==> src/rtl/lock_pkg.sv <==
package lock_pkg;
  typedef enum logic [2:0] {
    ST_START = 3'd0,
    ST_CMP   = 3'd1,
    ST_WAIT  = 3'd2,
    ST_ECMP  = 3'd3,
    ST_EWAIT = 3'd4,
    ST_DONE  = 3'd5,
    ST_FAIL  = 3'd6
  } lock_state_t;
endpackage

==> src/rtl/lock_rst_sync.sv <==
module lock_rst_sync #(
  parameter int STAGES = 2
) (
  input  logic clk,
  input  logic rst_n,
  output logic rst_s_n
);
  logic [STAGES-1:0] sh_q;

  always_ff @(posedge clk or negedge rst_n) begin
    if (!rst_n) sh_q <= '0;
    else        sh_q <= {sh_q[STAGES-2:0], 1'b1};
  end

  assign rst_s_n = sh_q[STAGES-1];
endmodule

==> src/rtl/lock_press_edge.sv <==
module lock_press_edge (
  input  logic clk,
  input  logic rst_n,
  input  logic btn_in,
  output logic press
);
  logic prev_q;
  logic press_q;
  logic press_d;

  always_comb press_d = btn_in & ~prev_q;

  always_ff @(posedge clk or negedge rst_n) begin
    if (!rst_n) begin
      prev_q  <= 1'b0;
      press_q <= 1'b0;
    end else begin
      prev_q  <= btn_in;
      press_q <= press_d;
    end
  end

  assign press = press_q;


  press_single_chk: assert property (@(posedge clk) disable iff (!rst_n)
    press |=> !press);
endmodule

==> src/rtl/lock_fsm.sv <==
module lock_fsm
  import lock_pkg::*;
#(
  parameter int CODE_W = 3
) (
  input  logic              clk,
  input  logic              rst_n,
  input  logic              press,
  input  logic              key_in,
  input  logic [CODE_W-1:0] comb,
  output logic              in_start,
  output logic              unlock,
  output logic              error
);
  localparam int IDX_W = (CODE_W > 1) ? $clog2(CODE_W) : 1;
  localparam logic [IDX_W-1:0] LAST = IDX_W'(CODE_W - 1);

  lock_state_t      state_q, state_d;
  logic [IDX_W-1:0] idx_q, idx_d;
  logic             idx_en;
  logic             bit_ok;
  logic             at_last;

  always_comb begin
    bit_ok  = (key_in == comb[idx_q]);
    at_last = (idx_q == LAST);
    state_d = state_q;
    idx_d   = idx_q;
    idx_en  = 1'b0;
    case (state_q)
      ST_START: if (press) begin
        state_d = ST_CMP;
        idx_d   = '0;
        idx_en  = 1'b1;
      end
      ST_CMP: begin
        if (bit_ok) state_d = at_last ? ST_DONE : ST_WAIT;
        else        state_d = at_last ? ST_FAIL : ST_EWAIT;
      end
      ST_WAIT: if (press) begin
        state_d = ST_CMP;
        idx_d   = idx_q + 1'b1;
        idx_en  = 1'b1;
      end
      ST_ECMP:  state_d = at_last ? ST_FAIL : ST_EWAIT;
      ST_EWAIT: if (press) begin
        state_d = ST_ECMP;
        idx_d   = idx_q + 1'b1;
        idx_en  = 1'b1;
      end
      ST_DONE:  state_d = ST_DONE;
      ST_FAIL:  state_d = ST_FAIL;
      default:  state_d = ST_START;
    endcase
  end

  always_ff @(posedge clk or negedge rst_n) begin
    if (!rst_n) begin
      state_q <= ST_START;
      idx_q   <= '0;
    end else begin
      state_q <= state_d;
      if (idx_en) idx_q <= idx_d;
    end
  end

  assign in_start = (state_q == ST_START);
  assign unlock   = (state_q == ST_DONE);
  assign error    = (state_q == ST_FAIL);


  unlock_hold_chk: assert property (@(posedge clk) disable iff (!rst_n)
    unlock |=> (unlock && !error));

  error_hold_chk: assert property (@(posedge clk) disable iff (!rst_n)
    error |=> (error && !unlock));

  error_late_chk: assert property (@(posedge clk) disable iff (!rst_n)
    $rose(error) |-> ($past(idx_q) == LAST));

  unlock_late_chk: assert property (@(posedge clk) disable iff (!rst_n)
    $rose(unlock) |-> (($past(idx_q) == LAST) && ($past(key_in) == $past(comb[LAST]))));
endmodule

==> src/rtl/comb_lock_top.sv <==
module comb_lock_top #(
  parameter int CODE_W    = 3,
  parameter int RST_STAGE = 2
) (
  input  logic              clk,
  input  logic              rst_n,
  input  logic              enter_in,
  input  logic              key_in,
  input  logic              load_en,
  input  logic [CODE_W-1:0] load_code,
  output logic              unlock,
  output logic              error
);
  logic              rst_s_n;
  logic              press;
  logic              in_start;
  logic              comb_we;
  logic [CODE_W-1:0] comb_q;

  lock_rst_sync #(.STAGES(RST_STAGE)) u_rst (
    .clk     (clk),
    .rst_n   (rst_n),
    .rst_s_n (rst_s_n)
  );

  lock_press_edge u_edge (
    .clk    (clk),
    .rst_n  (rst_s_n),
    .btn_in (enter_in),
    .press  (press)
  );

  assign comb_we = load_en & in_start;

  always_ff @(posedge clk or negedge rst_s_n) begin
    if (!rst_s_n)     comb_q <= '0;
    else if (comb_we) comb_q <= load_code;
  end

  lock_fsm #(.CODE_W(CODE_W)) u_fsm (
    .clk      (clk),
    .rst_n    (rst_s_n),
    .press    (press),
    .key_in   (key_in),
    .comb     (comb_q),
    .in_start (in_start),
    .unlock   (unlock),
    .error    (error)
  );


  comb_gate_chk: assert property (@(posedge clk) disable iff (!rst_s_n)
    !$stable(comb_q) |-> $past(load_en && in_start));
endmodule

==> config.mk <==
export PLATFORM = sky130hd
export DESIGN_NAME = comb_lock_top
export DESIGN_NICKNAME = d
export VERILOG_FILES = /design/src/rtl/lock_pkg.sv /design/src/rtl/lock_rst_sync.sv /design/src/rtl/lock_press_edge.sv /design/src/rtl/lock_fsm.sv /design/src/rtl/comb_lock_top.sv
export SDC_FILE = /design/constraint.sdc
export NUM_CORES = 1
export LEC_CHECK = 0
export ABC_AREA = 1
export BUFFER_PORTS_ARGS = -buffer_cell sky130_fd_sc_hd__clkbuf_2
export CAP_MARGIN = 0
export CORE_MARGIN = 10
export CORE_UTILIZATION = 46
export CTS_BUF_LIST = sky130_fd_sc_hd__clkbuf_2 sky130_fd_sc_hd__clkbuf_4 sky130_fd_sc_hd__clkbuf_8
export DETAILED_ROUTE_END_ITERATION = 6
export PLACE_DENSITY = 0.76
export SLEW_MARGIN = 20
export SYNTH_ARGS = -nofsm -noshare
export SYNTH_HDL_FRONTEND = slang
export SYNTH_SLANG_ARGS = --single-unit
==> constraint.sdc <==
create_clock -name clk -period 2 [get_ports clk]
set_input_delay 0.2 -clock clk [delete_from_list [all_inputs] [get_ports clk]]
set_output_delay 0.2 -clock clk [all_outputs]
set_load 0.005 [all_outputs]
== After elaboration in Yosys (flattened, before gate mapping) ==
Cells that the tools add are included.

* Word-level logic and storage cells: 43
* Register bits after elaboration: 12
* Output and inout bits: 2
* Input bits: 8

* Muxes and demuxes: 13
* Equality and inequality tests: 12
* $lt $le $gt $ge: 1
* Reductions and logical operators: 7
* Add/subtract/negate cells: 1
* Bitwise operators: 3

{| class="wikitable"
|+ Operators with widths
! cell !! number
|-
| case mux 3 bit (6 select lines) || 1
|-
| 2-to-1 mux 3 bit || 4
|-
| equality test 3 bit, second input constant || 3
|-
| equality test 3 x 2 -> 1 bit, second input constant || 2
|-
| 2-to-1 mux 2 bit || 3
|-
| inequality test 2 x 1 -> 1 bit, second input constant || 3
|-
| case mux 2 bit (2 select lines) || 1
|-
| AND reduction 4 bit || 1
|-
| OR reduction 2 bit || 2
|-
| equality test 3 x 1 -> 1 bit, second input constant || 1
|-
| logical NOT 3 bit || 1
|-
| less-than comparator 2 x 3 -> 1 bit, second input constant || 1
|-
| 2-to-1 mux 1 bit || 3
|-
| OR reduction 3 bit || 1
|-
| adder 2 x 1 -> 2 bit, second input constant || 1
|-
| AND 1 bit || 2
|-
| binary-select mux 1 bit (select 2 bit) || 1
|-
| equality test 2 bit, second input constant || 1
|-
| inequality test 2 bit, second input constant || 1
|-
| AND reduction 2 bit || 1
|-
| nonzero test 2 bit || 1
|-
| equality test 1 bit || 1
|-
| inverter 1 bit || 1
|}

== Logic depth before layout (Yosys ltp) ==
Gate-level depths: netlist of run 1.

* Word-level depth: 5
* Gate-level depth with buffers: 12
* Mapped depth without buffers: 12

== By module ==
A second synthesis of run 1 with hierarchy kept.

* Cells, all modules: 87
* Area, all modules: 683.2 um^2

{| class="wikitable"
|+ By module, submodules not included
! module !! instances !! seq. area each (um^2) !! area an instance (um^2) !! cells an instance
|-
| lock_fsm || 1 || 125.1 || 450.4 || 67
|-
| comb_lock_top || 1 || 75.1 || 118.9 || 13
|-
| lock_press_edge || 1 || 50.0 || 60.1 || 4
|-
| lock_rst_sync || 1 || 50.0 || 53.8 || 3
|}

== Worst setup path after synthesis of run 1 ==
No wires, ideal clock.

* Kind: register to register
* From: register u_fsm.idx_q[0]
* To: register u_fsm.state_q[1]
* Required time: 1.884 ns
* Period minus slack after synthesis: 1.385 ns
* Path slack: 0.615 ns
* Stages on the path, launching flop included: 13
* Library setup time: 0.116 ns
* Data arrival time: 1.269 ns
* Buffers on the path: 0
* Cells stage by stage: dfrtp_1 -> inv_1 -> nand2_1 -> nand2_1 -> nand3_1 -> nand2_1 -> nand2_1 -> ha_1 -> nor2_1 -> nand2_1 -> nand3_1 -> nand2_1 -> nand2_1

* Longest elaborated chain between the ends: 5
* Elaborated cells between the ends (all ways): 8
* Classes of those cells: 2 x eq/ne; 6 x mux

{| class="wikitable"
|+ Ends and longest elaborated chain
! what !! RTL line !! source
|-
| start: declaration || lock_fsm.sv:19 || <nowiki>logic [IDX_W-1:0] idx_q, idx_d;</nowiki>
|-
| start signal: assignment || lock_fsm.sv:63 || <nowiki>if (idx_en) idx_q <= idx_d;</nowiki>
|-
| binary-select mux 1 bit (select 2 bit) || lock_fsm.sv:25 || <nowiki>bit_ok = (key_in == comb[idx_q]);</nowiki>
|-
| 2-to-1 mux 1 bit (not written as such) || lock_fsm.sv:25 ||
|-
| equality test 1 bit || lock_fsm.sv:25 ||
|-
| 2-to-1 mux 3 bit || lock_fsm.sv:37 || <nowiki>if (bit_ok) state_d = at_last ? ST_DONE : ST_WAIT;</nowiki>
|-
| case mux 3 bit (6 select lines) (*) || lock_fsm.sv:30 || <nowiki>case (state_q)</nowiki>
|-
| end signal: assignment || lock_fsm.sv:62 || <nowiki>state_q <= state_d;</nowiki>
|-
| end: declaration || lock_fsm.sv:18 || <nowiki>lock_state_t state_q, state_d;</nowiki>
|}

Every way passes the cells marked *; elsewhere a longest branch is shown, timed or not. The select of a mux whose other input is x is not followed.
A chain may end at the register's enable or synchronous reset.

== Worst setup path after layout of run 1 ==
* From: register u_fsm.idx_q[0]
* To: register u_fsm.state_q[0]

* Longest elaborated chain between the ends: 5
* Elaborated cells between the ends (all ways): 7
* Classes of those cells: 2 x eq/ne; 5 x mux

{| class="wikitable"
|+ Ends and longest elaborated chain
! what !! RTL line
|-
| binary-select mux 1 bit (select 2 bit) || lock_fsm.sv:25
|-
| 2-to-1 mux 1 bit (not written as such) || lock_fsm.sv:25
|-
| equality test 1 bit || lock_fsm.sv:25
|-
| 2-to-1 mux 3 bit (*) || lock_fsm.sv:37
|-
| case mux 3 bit (6 select lines) (*) || lock_fsm.sv:30
|}

Marks and branches as above.

==> results of run 1 <==
routing by layer:
| metal | routed length (um) | vias to the layer above | GRT usage |
|---|---|---|---|
| met1 | 521 | 233 | 0.08333 |
| met3 | 51 | 2 | 0.03319 |
| li1 | - | 276 | - |
| met4 | 10 | 0 | 0.04027 |
| met5 | 0 | - | 0 |
| met2 | 549 | 5 | 0.1287 |
cell usage after synthesis:
cell                        n  area (sq um)
sky130_fd_sc_hd__dfrtp_1   12         300.3
sky130_fd_sc_hd__a21oi_1    4         20.02
sky130_fd_sc_hd__nand2_1   19         71.32
sky130_fd_sc_hd__o21ai_0    2         10.01
sky130_fd_sc_hd__ha_1       3         37.54
sky130_fd_sc_hd__nor2_1    10         37.54
sky130_fd_sc_hd__nor2_4     1         11.26
sky130_fd_sc_hd__nand3_1    6         30.03
sky130_fd_sc_hd__inv_2      3         11.26
sky130_fd_sc_hd__nand3_2    1         10.01
sky130_fd_sc_hd__buf_4      1         7.510
sky130_fd_sc_hd__nand3b_1   1         7.510
sky130_fd_sc_hd__o21ai_1    1         5.000
sky130_fd_sc_hd__o21ai_2    1         8.760
sky130_fd_sc_hd__conb_1     1         3.750
sky130_fd_sc_hd__inv_1     10         37.54
sky130_fd_sc_hd__nand2_2    1         6.260
sky130_fd_sc_hd__nand4_1    3         18.77
worst paths after layout:
path | endpoint | slack [ps] | start
max | u_fsm.state_q[0]$_DFFE_PN0P_ | 440 | u_fsm.idx_q[0]$_DFFE_PN0P_
min | u_edge.prev_q$_DFF_PN0_ | 60 | enter_in
max reg2reg | u_fsm.state_q[0]$_DFFE_PN0P_ | 440 | u_fsm.idx_q[0]$_DFFE_PN0P_
min reg2reg | comb_q[1]$_DFFE_PN0P_ | 160 | u_rst.sh_q[1]$_DFF_PN0_
max in group asynchronous | u_fsm.state_q[0]$_DFFE_PN0P_ | 1550 | u_rst.sh_q[1]$_DFF_PN0_
min in group asynchronous | comb_q[1]$_DFFE_PN0P_ | 160 | u_rst.sh_q[1]$_DFF_PN0_
final cells by class:
type                            count  area [sq um]
Sequential cell                    12         300.3
Clock buffer                        4         36.28
Fill cell                         133         564.3
Inverter                           13         48.80
Tap cell                           15         18.77
Timing Repair Buffer               10         55.05
Multi-Input combinational cell     54         277.8
power groups by stage:
stage / clock network [mW] / registers [mW] / logic (mW)
2_1_floorplan: 0 / 0.255 / 0.00446
6_report: 0.187 / 0.252 / 0.0144
4_1_cts: 0.193 / 0.252 / 0.0146
5_1_grt: 0.205 / 0.253 / 0.0162
3_3_place_gp: 0 / 0.257 / 0.0127
3_5_place_dp: 0 / 0.257 / 0.0130
critical path: stages, from the launching register on:
cell and delay (ps):
sky130_fd_sc_hd__dfrtp_1 390, sky130_fd_sc_hd__inv_1 120, sky130_fd_sc_hd__nand2_1 60, sky130_fd_sc_hd__nand2_1 80, sky130_fd_sc_hd__nand3_1 80, sky130_fd_sc_hd__nand2_1 60
sky130_fd_sc_hd__nand2_1 70, sky130_fd_sc_hd__ha_1 190, sky130_fd_sc_hd__nor2_1 100, sky130_fd_sc_hd__nor2_1 50, sky130_fd_sc_hd__o21ai_0 160, sky130_fd_sc_hd__inv_1 60
metrics by stage:
step                      total power, mW  instances  utilization  hold WS [ps]  worst slack (ps)
after floorplan                    0.2599         80            -        -95.59             614.9
after global placement             0.2696        103       0.5308        -15.24             484.3
after detailed placement           0.2700        103       0.5308        -13.24             471.2
after CTS                          0.4594        108       0.5663         48.08             436.5
after global routing               0.4742        108       0.5663         43.64             236.9
final                              0.4525        108       0.5663         56.99             444.5
logic make-up (layout without fill, tap and decap cells):
family,after synthesis,count (layout)
flops,12,12
simple gates,42,42
buf+inv,14,27
other cells,1,1
fa+ha+maj,3,3
compound gates,8,8
what timing repair did:
item                                    in CTS  in global routing
endpoints found under the hold margin        2                  0
endpoints found under the setup margin       0                  0
hold buffers                                 1                  0
setup buffers                                0                  0
state kept, by name (all words and copies together), names as in the netlist:
| register | flops |
|---|---|
| u_rst.sh_q | 2 |
| u_edge.press | 1 |
| u_fsm.idx_q | 2 |
| u_edge.prev_q | 1 |
| comb_q | 3 |
| u_fsm.state_q | 3 |
==> results.txt, run 1 <==
The run finished with clean final reports. The post-CTS resize count is 0. The final cell area excluding filler cells is 737.0 sq um. For this design the static power due to leakage is 0.4051 nW. At the worst endpoint, the arrival time is 1700 ps.

The maximum achievable frequency is 0.6429 GHz. The number of antenna violations at the first check in global routing is 0. The first global-routing pass estimated 2090 um of wire.

For this configuration, the core starts out at a cell density of 0.4875. At the end of the flow, the number of nets in the layout was 105. The number of cells produced by synthesis came out at 80. The row count came out at 13. The fraction of final layout cells with drive strength greater than 1 is 0.2151.

The xor-xnor portion of the synthesized cell area is 0. The horizontal die dimension is 57.14 um. In the finished design, the share of the clock period the worst path needs comes to 0.7777.

The number of sinks driven by the clock tree is 12. The final-report hold violation count was 0. The final routed wire length divided by cell count is 10.49 um.

The switching part of the total is 0.1935. Of the total power, registers draw 0.556. STA classifies the critical path startpoint as a flop. Of the post-synthesis cell area, the part taken by muxes is 0. The height of the die is 57.14 um. The total number of vias is 516. The number of nets handed over by synthesis was 91. 0 antenna diodes ended up in the layout. The internal power came out at 0.3650 mW. The number of top-level design ports came out at 10. The clock-pin slew of the registers on the worst-case setup and hold paths is 80 ps. Setup repair after global routing left no endpoint under its margin. The tool flagged a number of max-cap violations equal to 0. The number of endpoints failing setup at the final stage came out at 0. In this run the worst path has a maximum fanout of 4. In this run the number of H-tree levels came out at 1. The via count of the first global-routing pass is 508. The buffer depth of the longest clock path is 2. Before antenna repair, the detailed router went through 2 iterations.

The congestion estimate from routability-driven global placement came to 0.8454. In this run the remaining antenna-violating nets after routing total 0. The worst setup path is captured at a flop.

The number of warning messages in the yosys log is 0. The post-route DRC violation count came out at 0. From synthesis to final layout, the design area changed by 16.17%. The die area is 0.003264 sq mm. The pin count of the biggest net entering global routing is 11. The cell depth of the worst flop-to-flop path came out at 11. The first-iteration detailed-routing DRC count is 4. The ratio of total power to cell area is 614.1 mW/mm^2. The clock latency at the later pin of the worst-skew pair is 270 ps. After synthesis, the largest family of logic cells by area is simple AND/OR/NAND/NOR gates. The clock network fraction of total power came out at 0.412. The data required time of the critical path came out at 2150 ps. The complex-gate fraction of the synthesized area was 0.06903. The synthesized area divided by synthesized cell count is 7.929 sq um. The total grt overflow is 0. The adder-cell share of the synthesized area is 0.05917. The ratio of routed vias to standard cells came out at 4.778. After detailed placement, the total cell area comes to 690.7 sq um.

Leaving out fill and tap cells, the most frequent cells in the layout are sky130_fd_sc_hd__nand2_1 (19), sky130_fd_sc_hd__dfrtp_1 (12), sky130_fd_sc_hd__inv_1 (10), sky130_fd_sc_hd__nor2_1 (10), sky130_fd_sc_hd__clkbuf_2 (9). The tightest min-delay check is of the in -> reg type. The switching power summed over all nets came out at 0.08757 mW. The number of instances on the worst hold path is 1. The basic-gate share of the synthesized area counting and, or, nand and nor cells came out at 0.3037. The share of synthesized area occupied by flip-flops and latches came out at 0.4734. The number of pins exceeding their max-slew limit in the final report is 0. By startpoint and endpoint, the worst setup path is classified as reg -> reg. The number of port buffers came out at 9. The final HPWL from detailed placement is 937 um. The core region area is 0.001301 sq mm. The number of buffers added by the clock tree synthesis step came out at 3.

The post-layout minimum cycle time is 1555 ps. The clock root buffer is sky130_fd_sc_hd__clkbuf_4. After detailed routing, the total wire length is 1133 um. The library cell used most frequently in the layout, excluding fill and tap cells, is sky130_fd_sc_hd__nand2_1. After synthesis, the netlist uses 18 different library cells.

The post-synthesis instance area is 634.4 sq um. Across the VDD grid, the largest voltage drop is 0.4185 mV. The share of total power dissipated in combinational logic is 0.032. In the global route stage, overall resource usage came out at 0.07822. The register bit count reported by yosys is 12. The largest clock skew in the final design came out at 8.028 ps. The total negative slack for setup checks came out at 0 ps. The CTS tree is yes.
No activity file was read; power rests on OpenSTA's default activity.
==> run 2, diff against run 1 <==
Settings changed: PLACE_DENSITY 0.76 to 0.79.
Clock period 2 ns to 1.4 ns, I/O delays scaled along.
==> run 2 against run 1 <==
The flow now finishes with violations (negative setup slack). Design area increased by 11%. Fmax increased by 4.0%. Hold slack improved by 36 ps. Core utilization increased by 6.3 points. Sequential power increased by 43%. Combinational power increased by 78%. Count of clock-buffer cells in the layout unchanged. Clock skew decreased by 2.8 ps. Global-route usage increased by 0.15 points. First-iteration DRC count increased to 2.8 times the previous value.
==> results.txt, run 2 (synthesis gave the netlist of run 1 again) <==
The switching part of the total is 0.1975 (+0.003957). The number of optimization iterations in the first detailed-route pass came to 4 (+2). The horizontal die dimension came out at 57.14 um (unchanged). The number of sinks driven by the clock tree is 12 (unchanged). The total number of vias was 548 (+6.2%). The switching power summed over all nets was 0.1291 mW (+47%). The final HPWL from detailed placement was 960.2 um (+2.5%).

The row count was 13 (unchanged). The core region area came out at 0.001301 sq mm (unchanged). The ratio of total power to cell area came out at 799.1 mW/mm^2 (+30%). The number of diodes is 0 (unchanged). The number of antenna violations at the first check in global routing is 0 (unchanged).

The final cell area excluding filler cells came to 818.3 sq um (+11%). The library cell appearing most often on the critical path is sky130_fd_sc_hd__nand2_1. The portion of total power attributed to sequential cells is 0.550 (-0.006). The post-layout minimum cycle time came out at 1495 ps (-60.39 ps).

The largest registers in the layout are comb_q (3), u_fsm.state_q (3). The pin count of the biggest net entering global routing came out at 11 (unchanged). The cell count after placement is 105 (+1.9%). In this run the worst hold path is classified as in -> reg. The largest clock skew in the final design is 5.200 ps (-2.828 ps).

The worst setup timing slack at the placement stage is -102.2 ps (-573.5 ps). The wire length of the first global-routing pass came to 2159 um (+3.3%). The number of stages on the worst setup path is 11 (unchanged). Traced cell by cell, the critical path runs through buf_6, nand2_2, nand3_2, nand2_1, nand2_2, ha_4, nor2_2, nand2_1, nand3_1, nand2_1, nand2_1.

The total global-route track usage was 0.07970 (+0.001475). The number of pins exceeding their max-slew limit in the final report was 0 (unchanged). The endpoint identified for the worst register-to-register timing path is u_fsm.state_q[1]$_DFFE_PN0P_. The highest net fanout along the worst path came out at 2 (-2). STA classifies the critical path startpoint as a flop.

The leakage power of the design came out at 0.4318 nW (+6.6%). The part of the power in combinational logic is 0.039 (+0.007). The height of the die is 57.14 um (unchanged).

The data required time of the critical path is 1560 ps (-590 ps). The number of top-level design ports came out at 10 (unchanged). The cell depth of the worst flop-to-flop path is 11 (unchanged).

The worst stage delay on the critical path is 410 ps (+20 ps). The global placement routability congestion was 0.8746 (+3.5%). The fraction of final layout cells with drive strength greater than 1 is 0.3505 (+0.1355). The area growth from synthesis to layout is 28.99%. The startpoint identified for the worst register-to-register timing path is u_fsm.idx_q[0]$_DFFE_PN0P_.

The worst path arrival time came out at 1650 ps (-50 ps). The final-report hold violation count is 0 (unchanged). The final cycle utilization of the critical path came out at 1.068 (+0.2902). The worst reg-to-reg setup slack came to -100 ps (-540 ps). The library cell used most frequently in the layout, excluding fill and tap cells, is sky130_fd_sc_hd__nand2_1. The maximum resistive drop on vdd is 0.5158 mV (+23%). TritonCTS built the clock tree. The first-iteration detailed-routing DRC count is 11 (+7). The via count of the first global-routing pass came to 560 (+10%). The critical path starts at u_fsm.idx_q[0]$_DFFE_PN0P_.

The slack of the critical path is -95.06 ps (-539.6 ps). The number of buffers added by the clock tree synthesis step is 3 (unchanged). The clock-pin slew of the registers on the worst-case setup and hold paths is 80 ps (about the same). The total number of nets in the final design came to 109 (+3.8%).

Clock tree synthesis selected as its root buffer the cell sky130_fd_sc_hd__clkbuf_4. The master of the slowest instance on the critical path is sky130_fd_sc_hd__dfrtp_1. The maximum level of the CTS H-tree is 1 (unchanged). The total wire length came out at 1280 um (+13%). The placement-stage cell area is 705.7 sq um (+2.2%). The number of endpoints failing setup at the final stage is 2 (+2). The number of port buffers came out at 9 (unchanged). The post-route DRC violation count came out at 0 (unchanged).

The internal power came out at 0.5248 mW (+44%). The worst path buffer plus inverter count is 1 (-1). The ratio of routed vias to standard cells came out at 4.893 (+2.4%). The critical path is of the reg -> reg type.

Setup repair after global routing could not meet its margin everywhere. The total grt overflow is 0 (unchanged). STA classifies the critical path endpoint as a flop. In the layout the commonest cells are sky130_fd_sc_hd__nand2_1 (15), sky130_fd_sc_hd__dfrtp_1 (10), sky130_fd_sc_hd__inv_1 (9), sky130_fd_sc_hd__nor2_1 (9), sky130_fd_sc_hd__clkbuf_2 (9). The die area is 0.003264 sq mm (unchanged). The clock latency at the later pin of the worst-skew pair came to 270 ps (about the same). The remaining number of nets flagged by the antenna check after routing came to 0 (unchanged). The count of placed standard cells in the final layout, fillers left out came out at 112 (+3.7%). The critical path endpoint is u_fsm.state_q[1]$_DFFE_PN0P_. The maximum achievable frequency is 0.6689 GHz (+4.0%). The initial core utilization is 0.4875 (unchanged).

The final reports fail on negative setup slack. The buffer depth of the longest clock path is 2 (unchanged). The number of maximum-capacitance constraint violations was 0 (unchanged).

The flow ran to the end, but the final reports show violations. The cell type group with the largest total delay on the critical path is simple AND/OR/NAND/NOR gates. The total power came out at 0.6539 mW (+44%).

The final routed wire length divided by cell count came out at 11.43 um (+8.9%). The clock network fraction of total power was 0.410 (-0.002).
## run 2: power by group through the flow
stage                     combinational (mW)  clock, mW  sequential, mW
after global placement                0.0183          0           0.367
after global routing                  0.0287      0.291           0.362
final                                 0.0257      0.268           0.360
after detailed placement              0.0186          0           0.367
after floorplan                      0.00638          0           0.365
after CTS                             0.0231      0.279           0.360
## run 2: area by class of cell
cell class,count,area (sq um)
Sequential cell,12,302.8
Inverter,13,48.80
Tap cell,15,18.77
Timing Repair Buffer,14,91.34
Clock buffer,4,36.28
Fill cell,109,483.0
Multi-Input combinational cell,54,320.3
## run 2: how the worst min path moves through the flow
stage,depth (start not counted),endpoint,slack [ps],from
floorplan,0,u_rst.sh_q[0]$_DFF_PN0_,-160,rst_n
global placement,1,u_rst.sh_q[1]$_DFF_PN0_,-70,rst_n
detailed placement,1,u_rst.sh_q[0]$_DFF_PN0_,-70,rst_n
CTS,3,comb_q[2]$_DFFE_PN0P_,80,load_code[2]
global route,3,comb_q[2]$_DFFE_PN0P_,100,load_code[2]
finish,3,comb_q[2]$_DFFE_PN0P_,90,load_code[2]
## run 2: timing repair
item	CTS	global route
buffers inserted	0	1
hold buffers	2	0
setup endpoints to repair	2	4
pin swaps	0	8
resized for setup	2	13
cloned	0	0
hold endpoints to repair	3	0
## run 2: through the flow
step	hold WS (ps)	util	setup TNS (ps)
finish	92.84	0.6288	-103.2
global route	98.37	0.6288	-300.1
CTS	84.60	0.5875	-103.0
detailed placement	-73.05	0.5423	-134.2
global placement	-74.57	0.5423	-93.88
floorplan	-155.6	-	0
## run 2: routing by layer
| metal | up-vias | track usage | part of all wire |
|---|---|---|---|
| met1 | 248 | 0.07741 | 0.45 |
| li1 | 286 | - | - |
| met4 | 0 | 0.05369 | 0.0086 |
| met3 | 2 | 0.03761 | 0.052 |
| met5 | - | 0 | 0 |
| met2 | 12 | 0.1318 | 0.49 |
## run 2: tightest hold or removal path: stages
cell and delay [ps]:
sky130_fd_sc_hd__clkbuf_2 80, sky130_fd_sc_hd__inv_1 40, sky130_fd_sc_hd__o21ai_1 60
